[src/rtl/usb_fs_tx_pkg.sv]
`timescale 1ns/1ps
package usb_fs_tx_pkg;

  typedef enum logic [2:0] {
    ST_WAIT,
    ST_SYNC,
    ST_LOAD,
    ST_DWAIT,
    ST_EOP
  } tx_state_e;

  typedef enum logic [2:0] {
    CMD_NONE,
    CMD_BIT,
    CMD_SE0,
    CMD_EOPJ,
    CMD_OFF
  } line_cmd_e;

  localparam logic [1:0] MODE_NODRIVE = 2'd1;
  localparam logic [1:0] MODE_RAW     = 2'd2;

endpackage

[src/rtl/fstx_bit_timer.sv]
`timescale 1ns/1ps
module fstx_bit_timer #(
  parameter int CLKS_PER_BIT = 5
) (
  input  logic clk,
  input  logic rst,
  input  logic restart,
  output logic tick
);
  localparam int CW = (CLKS_PER_BIT > 1) ? $clog2(CLKS_PER_BIT) : 1;
  localparam logic [CW-1:0] LAST = CW'(CLKS_PER_BIT - 1);

  logic [CW-1:0] cnt_q;

  assign tick = (cnt_q == LAST);

  always_ff @(posedge clk) begin
    if (rst)          cnt_q <= '0;
    else if (restart) cnt_q <= LAST;   // force a bit boundary on the next edge
    else if (tick)    cnt_q <= '0;
    else              cnt_q <= cnt_q + 1'b1;
  end
endmodule

[src/rtl/fstx_ctrl.sv]
`timescale 1ns/1ps
module fstx_ctrl
  import usb_fs_tx_pkg::*;
#(
  parameter int DATA_W    = 8,
  parameter int STUFF_RUN = 6
) (
  input  logic              clk,
  input  logic              rst,
  input  logic              tick,
  input  logic              tx_valid,
  input  logic [DATA_W-1:0] tx_data,
  input  logic [1:0]        op_mode,
  output logic              tx_ready,
  output logic              restart,
  output line_cmd_e         cmd,
  output logic              cmd_bit,
  output logic              raw_mode,
  output logic              drive_en,
  output tx_state_e         state
);
  localparam int BW = $clog2(DATA_W + 1);
  localparam int OW = $clog2(STUFF_RUN + 1);
  localparam logic [DATA_W-1:0] SYNC_PAT = {1'b1, {(DATA_W-1){1'b0}}};

  tx_state_e         st_q, st_n;
  logic [DATA_W-1:0] hold_q, hold_n, shreg_q, shreg_n;
  logic              hold_full_q, hold_full_n;
  logic [BW-1:0]     left_q, left_n;
  logic [OW-1:0]     ones_q, ones_n;
  logic              ending_q, ending_n;
  logic [1:0]        eop_q, eop_n, mode_q, mode_n;
  logic              ready_q, ready_n;
  logic              accept, active, stuff_en, load_ev;

  assign tx_ready = ready_q;
  assign state    = st_q;
  assign raw_mode = (mode_q == MODE_RAW);
  assign drive_en = (mode_q != MODE_NODRIVE);

  always_comb begin
    accept      = tx_valid && ready_q;
    active      = st_q inside {ST_SYNC, ST_LOAD, ST_DWAIT};
    stuff_en    = (mode_q != MODE_RAW);
    st_n        = st_q;
    hold_n      = accept ? tx_data : hold_q;
    hold_full_n = hold_full_q | accept;
    shreg_n     = shreg_q;
    left_n      = left_q;
    ones_n      = ones_q;
    ending_n    = ending_q | (active & ~tx_valid);
    eop_n       = eop_q;
    mode_n      = mode_q;
    restart     = 1'b0;
    cmd         = CMD_NONE;
    cmd_bit     = 1'b0;
    load_ev     = 1'b0;
    unique case (st_q)
      ST_WAIT: begin
        if (tx_valid) begin
          st_n        = ST_SYNC;
          shreg_n     = SYNC_PAT;
          left_n      = BW'(DATA_W);
          ones_n      = '0;
          ending_n    = 1'b0;
          hold_full_n = 1'b0;
          mode_n      = op_mode;
          restart     = 1'b1;
        end
      end
      ST_SYNC, ST_LOAD, ST_DWAIT: begin
        if (tick) begin
          if (stuff_en && ones_q == OW'(STUFF_RUN)) begin
            cmd     = CMD_BIT;
            cmd_bit = 1'b0;
            ones_n  = '0;
          end else if (left_q != '0) begin
            cmd     = CMD_BIT;
            cmd_bit = shreg_q[0];
            shreg_n = shreg_q >> 1;
            left_n  = left_q - 1'b1;
            ones_n  = shreg_q[0] ? ones_q + 1'b1 : '0;
          end else if (hold_full_q) begin
            cmd         = CMD_BIT;
            cmd_bit     = hold_q[0];
            shreg_n     = hold_q >> 1;
            left_n      = BW'(DATA_W - 1);
            ones_n      = hold_q[0] ? ones_q + 1'b1 : '0;
            hold_full_n = accept;
            load_ev     = 1'b1;
          end else begin
            cmd   = CMD_SE0;
            st_n  = ST_EOP;
            eop_n = 2'd1;
          end
        end
        if (st_n != ST_EOP)
          st_n = (st_q == ST_SYNC && !load_ev) ? ST_SYNC
               : (hold_full_n ? ST_DWAIT : ST_LOAD);
      end
      ST_EOP: begin
        if (tick) begin
          unique case (eop_q)
            2'd1:    begin cmd = CMD_SE0;  eop_n = 2'd2; end
            2'd2:    begin cmd = CMD_EOPJ; eop_n = 2'd3; end
            default: begin cmd = CMD_OFF;  eop_n = 2'd0; st_n = ST_WAIT; end
          endcase
        end
      end
      default: st_n = ST_WAIT;
    endcase
    ready_n = (st_n inside {ST_SYNC, ST_LOAD, ST_DWAIT}) && !hold_full_n && !ending_n;
  end

  always_ff @(posedge clk) begin
    if (rst) begin
      st_q        <= ST_WAIT;
      hold_q      <= '0;
      hold_full_q <= 1'b0;
      shreg_q     <= '0;
      left_q      <= '0;
      ones_q      <= '0;
      ending_q    <= 1'b0;
      eop_q       <= 2'd0;
      mode_q      <= 2'd0;
      ready_q     <= 1'b0;
    end else begin
      st_q        <= st_n;
      hold_q      <= hold_n;
      hold_full_q <= hold_full_n;
      shreg_q     <= shreg_n;
      left_q      <= left_n;
      ones_q      <= ones_n;
      ending_q    <= ending_n;
      eop_q       <= eop_n;
      mode_q      <= mode_n;
      ready_q     <= ready_n;
    end
  end
endmodule

[src/rtl/fstx_line_enc.sv]
`timescale 1ns/1ps
module fstx_line_enc
  import usb_fs_tx_pkg::*;
(
  input  logic      clk,
  input  logic      rst,
  input  line_cmd_e cmd,
  input  logic      cmd_bit,
  input  logic      raw_mode,
  input  logic      drive_en,
  output logic      line_dp,
  output logic      line_dm,
  output logic      line_oe
);
  logic lvl_q;   // 1 = J level
  logic lvl_n;

  always_comb begin
    if (raw_mode) lvl_n = cmd_bit;
    else          lvl_n = cmd_bit ? lvl_q : ~lvl_q;
  end

  always_ff @(posedge clk) begin
    if (rst) begin
      lvl_q   <= 1'b1;
      line_dp <= 1'b1;
      line_dm <= 1'b0;
      line_oe <= 1'b0;
    end else begin
      unique case (cmd)
        CMD_BIT: begin
          lvl_q   <= lvl_n;
          line_dp <= lvl_n;
          line_dm <= ~lvl_n;
          line_oe <= drive_en;
        end
        CMD_SE0: begin
          line_dp <= 1'b0;
          line_dm <= 1'b0;
          line_oe <= drive_en;
        end
        CMD_EOPJ: begin
          lvl_q   <= 1'b1;
          line_dp <= 1'b1;
          line_dm <= 1'b0;
          line_oe <= drive_en;
        end
        CMD_OFF: begin
          lvl_q   <= 1'b1;
          line_dp <= 1'b1;
          line_dm <= 1'b0;
          line_oe <= 1'b0;
        end
        default: ;
      endcase
    end
  end
endmodule

[src/rtl/usb_fs_tx.sv]
`timescale 1ns/1ps
module usb_fs_tx
  import usb_fs_tx_pkg::*;
#(
  parameter int CLKS_PER_BIT = 5,
  parameter int DATA_W       = 8,
  parameter int STUFF_RUN    = 6
) (
  input  logic              clk,
  input  logic              rst,
  input  logic              tx_valid,
  input  logic [DATA_W-1:0] tx_data,
  input  logic [1:0]        op_mode,
  output logic              tx_ready,
  output logic              line_dp,
  output logic              line_dm,
  output logic              line_oe
);
  logic      tick_w, restart_w, cmd_bit_w, raw_w, drv_w;
  line_cmd_e cmd_w;
  tx_state_e state_w;

  fstx_bit_timer #(.CLKS_PER_BIT(CLKS_PER_BIT)) timer_i (
    .clk(clk), .rst(rst), .restart(restart_w), .tick(tick_w)
  );

  fstx_ctrl #(.DATA_W(DATA_W), .STUFF_RUN(STUFF_RUN)) ctrl_i (
    .clk(clk), .rst(rst), .tick(tick_w), .tx_valid(tx_valid), .tx_data(tx_data),
    .op_mode(op_mode), .tx_ready(tx_ready), .restart(restart_w), .cmd(cmd_w),
    .cmd_bit(cmd_bit_w), .raw_mode(raw_w), .drive_en(drv_w), .state(state_w)
  );

  fstx_line_enc enc_i (
    .clk(clk), .rst(rst), .cmd(cmd_w), .cmd_bit(cmd_bit_w), .raw_mode(raw_w),
    .drive_en(drv_w), .line_dp(line_dp), .line_dm(line_dm), .line_oe(line_oe)
  );
endmodule

[config.mk]
export PLATFORM = sky130hd
export DESIGN_NAME = usb_fs_tx
export DESIGN_NICKNAME = d
export VERILOG_FILES = /design/src/rtl/usb_fs_tx_pkg.sv /design/src/rtl/fstx_bit_timer.sv /design/src/rtl/fstx_ctrl.sv /design/src/rtl/fstx_line_enc.sv /design/src/rtl/usb_fs_tx.sv
export SDC_FILE = /design/constraint.sdc
export NUM_CORES = 1
export LEC_CHECK = 0
export BUFFER_PORTS_ARGS = -buffer_cell sky130_fd_sc_hd__buf_4
export CAP_MARGIN = 20
export CORE_ASPECT_RATIO = 0.6
export CORE_MARGIN = 2
export CORE_UTILIZATION = 59
export DETAILED_ROUTE_END_ITERATION = 6
export PLACE_DENSITY = 0.82
export SYNTH_ARGS = -nofsm -noshare
export SYNTH_HDL_FRONTEND = slang
export SYNTH_HIERARCHICAL = 1
export SYNTH_SLANG_ARGS = --single-unit
[constraint.sdc]
create_clock -name clk -period 2.7 [get_ports clk]
set_input_delay 0 -clock clk [delete_from_list [all_inputs] [get_ports clk]]
set_output_delay 0 -clock clk [all_outputs]
set_load 0.01 [all_outputs]
==> metrics.txt <==
count of cells resized by post-cts repair 0; number of buffers inserted by post-CTS setup repair 0; ratio of total power to cell area 601 nW/µm²; Sink Count 40; HPWL reported at the end of detailed placement 3.55 mm; number of global-route vias before repair around 1800; Leak 0.957 nW; final weighted congestion in routability-driven placement 0.826; global-route wire length before repair 8.70 mm; setup tns final 0 ns; antenna-violating nets left 0; most common cell in the synthesized netlist sky130_fd_sc_hd__dfxtp_1; Startpoint Class flop; # placed instances between 300 and 400; cell chain of the critical path inv_1 > ha_1 > or4b_1 > o21ai_0 > a21oi_1 > nor4b_2 > a31oi_1 > a31oi_1; type of destination of the critical path flop; Slew @ Worst Pin 0.790 ns; Die Area ~4400 µm²; destination of the worst register-to-register timing path enc_i/line_dm; unrepaired setup endpoints after global routing no; critical path class reg -> reg; final routed wire length divided by cell count 15.6 µm; Starting Density 0.614; class of the worst hold path in -> reg; reg-to-reg setup timing slack 0.38 ns; CTS clock-pin slew for the worst setup and hold paths 0.08 ns; Non-Filler Instances 341; layout overhead on the synthesized area 16.8%; maximum achievable frequency 431 MHz; asr flop ratio synth 0; Core ar. around 3700 µm²; maximum vdd ir drop 384 µV; reg-to-reg startpoint ctrl_i/left_q[0]; clock group share of total power 0.343; Ports 17; clk_skew 0.00859 ns; sequential-to-total area share from yosys stat 0.354; average size of a mapped cell 8.37 µm²; proportion of power drawn by combinational gates 0.241; number of hold-repair buffers added at the cts stage 10; cell family with the largest share of critical-path delay simple AND/OR/NAND/NOR gates; routed via count divided by cell count 6.20; Inserted Diodes 0; CP peak stage delay 0.54 ns; total clock buffers created by CTS 5; layout cells sized above 1 0.204; number of synthesized flops with an enable pin 0; Clock Path Buffers 2; count of unresolved DRC violations after routing 0; standard-cell row count 17; fillers 290; hold path start tx_valid; sequential fraction of design power 0.416; number of antenna violations at the first check in global routing 0; First DRT Iteration DRCs 199; switching share of power 0.300; post-layout power 0.00159 W; final WL 5.34 mm; Synth Net Count 290; Setup violations, final 0; number of instances in the synthesized netlist between 200 and 300; global route total overflow 0; arrival time at the worst endpoint 2.56 ns; critical path's slowest cell sky130_fd_sc_hd__or4b_1; logic depth of the worst register-to-register path 8; main area contributors after synthesis sky130_fd_sc_hd__dfxtp_1, sky130_fd_sc_hd__nand2_1, sky130_fd_sc_hd__a21oi_1; area fraction of the dominant cell type after synthesis 0.354; total net switching power 0.000476 W; internal power of the cells ~0.0011 W; headroom to the max-slew limit 0.473; pin count of the biggest net entering global routing 42; TritonCTS clock tree yes; required time worst endpoint 2.94 ns; length of the first detailed-routing pass in iterations 5; number of unique standard cell types used by synthesis 63; CTS Root Cell sky130_fd_sc_hd__clkbuf_8; Clk Latency, worst-skew pair 0.30 ns; Warnings, synthesis 6; hold-critical path depth 3; Tot GR Track Use 0.257; Max Cap Viol 0; routed via count roughly 2100; Max Slew Vio Count 0; commonest register cell after synthesis sky130_fd_sc_hd__dfxtp_1; Die W 83.9 µm; hold path endpoint ctrl_i/ending_q; most area-hungry cell type in the Yosys netlist sky130_fd_sc_hd__dfxtp_1; crit path time final about 2.3 ns; DIE HEIGHT 52.0 µm; total of flip-flops plus latches after synthesis 40; CP most frequent cell sky130_fd_sc_hd__a31oi_1; input/output buffers 16; area of the mapped netlist 2260 µm²; final worst-path cycle share 0.860; most used standard cells in the synthesized netlist sky130_fd_sc_hd__dfxtp_1, sky130_fd_sc_hd__nand2_1, sky130_fd_sc_hd__a21oi_1; H-tree lvl count 2; CP bufs+invs 1; maximum fanout encountered on the critical timing path 11; Final nets 313; status finished, final reports clean; final hold violation count 0
==> area by class of cell <==
class                   instances  area (µm²)  share of cell area
flip-flops and latches         40         801               0.303
clock inverters                 1        30.0              0.0114
repair buffers                 34         280               0.106
multi-input cells             197        1320               0.499
clock buffers                   7        96.3              0.0365
inverters                      15        56.3              0.0213
well taps                      47        58.8              0.0223
==> stage by stage <==
stage,utilization,cell area (µm²),setup slack [ns],hold slack [ns]
floorplan,-,2260,0.489,0.0691
detailed placement,0.656,2410,0.409,0.255
global route,0.717,2640,0.192,0.0443
global placement,0.656,2410,0.490,0.247
finish,0.717,2640,0.377,0.0194
CTS,0.717,2640,0.394,0.0214
==> power by group through the flow <==
stage / sequential (W) / combinational (W) / clock (W)
6_report: 0.000661 / 0.000382 / 0.000544
5_1_grt: 0.000666 / 0.000415 / 0.000566
4_1_cts: 0.000660 / 0.000377 / 0.000541
3_5_place_dp: 0.000673 / 0.000363 / 0
3_3_place_gp: 0.000671 / 0.000355 / 0
2_1_floorplan: 0.000664 / 0.000261 / 0
==> layout by cell type, fill, tap and decap left out, types with 3 or more instances in the layout <==
cell and n:
sky130_fd_sc_hd__a211oi_1 4, sky130_fd_sc_hd__a21oi_1 22, sky130_fd_sc_hd__a31oi_1 13, sky130_fd_sc_hd__buf_4 24, sky130_fd_sc_hd__clkbuf_8 7, sky130_fd_sc_hd__dfxtp_1 40
sky130_fd_sc_hd__dlygate4sd3_1 10, sky130_fd_sc_hd__ha_1 7, sky130_fd_sc_hd__inv_1 14, sky130_fd_sc_hd__mux2_2 7, sky130_fd_sc_hd__nand2_1 35, sky130_fd_sc_hd__nand2b_1 4
sky130_fd_sc_hd__nand3_1 20, sky130_fd_sc_hd__nor2_1 13, sky130_fd_sc_hd__nor2b_1 3, sky130_fd_sc_hd__nor3_1 4, sky130_fd_sc_hd__o21a_1 4, sky130_fd_sc_hd__o21ai_0 6
sky130_fd_sc_hd__o21ai_1 3
==> how the worst max path moves through the flow <==
stage,depth (start not counted),startpoint,slack (ns),endpoint
3_5_place_dp,8,ctrl_i/left_q[0],0.41,enc_i/line_dp
4_1_cts,8,ctrl_i/left_q[0],0.39,enc_i/line_dp
6_report,8,ctrl_i/left_q[0],0.38,enc_i/line_dm
5_1_grt,8,ctrl_i/left_q[0],0.19,enc_i/line_dp
3_3_place_gp,8,ctrl_i/left_q[0],0.49,enc_i/line_dp
2_1_floorplan,10,timer_i/cnt_q[0],0.49,enc_i/lvl_q
==> sequential cells by signal, indices dropped and copies added (netlist names) <==
register and flops:
enc_i/lvl_q 1, ctrl_i/eop_q 2, ctrl_i/shreg_q 8, timer_i/cnt_q 3, ctrl_i/hold_q 8, ctrl_i/left_q 4, enc_i/line_oe 1, enc_i/line_dm 1
enc_i/line_dp 1, ctrl_i/mode_q 2, ctrl_i/ones_q 3, ctrl_i/state 3, ctrl_i/hold_full_q 1, ctrl_i/ending_q 1, ctrl_i/tx_ready 1
==> tightest hold or removal path, delay by kind of cell <==
family	cells	cell delay [ns]
compound gates	2	0.14
buf+inv	1	0.13
==> per-layer routing <==
metal	wire length, µm	vias to the layer above	track usage
li1	-	1021	-
met1	2640	986	0.369
met2	2260	98	0.379
met3	353	9	0.0556
met4	79	0	0.0968
met5	0	-	0
==> cells by family (layout without fill, tap and decap cells) <==
family | count (synthesis) | count (layout) | synth area share
AOI/OAI and AO/OA | 80 | 80 | 0.261
adders and majority gates | 8 | 8 | 0.0432
buffers and inverters | 33 | 57 | 0.0631
DFF | 40 | 40 | 0.354
muxes | 8 | 8 | 0.0393
and+or+nand+nor | 101 | 101 | 0.240
No activity file was read; power rests on OpenSTA's default activity.
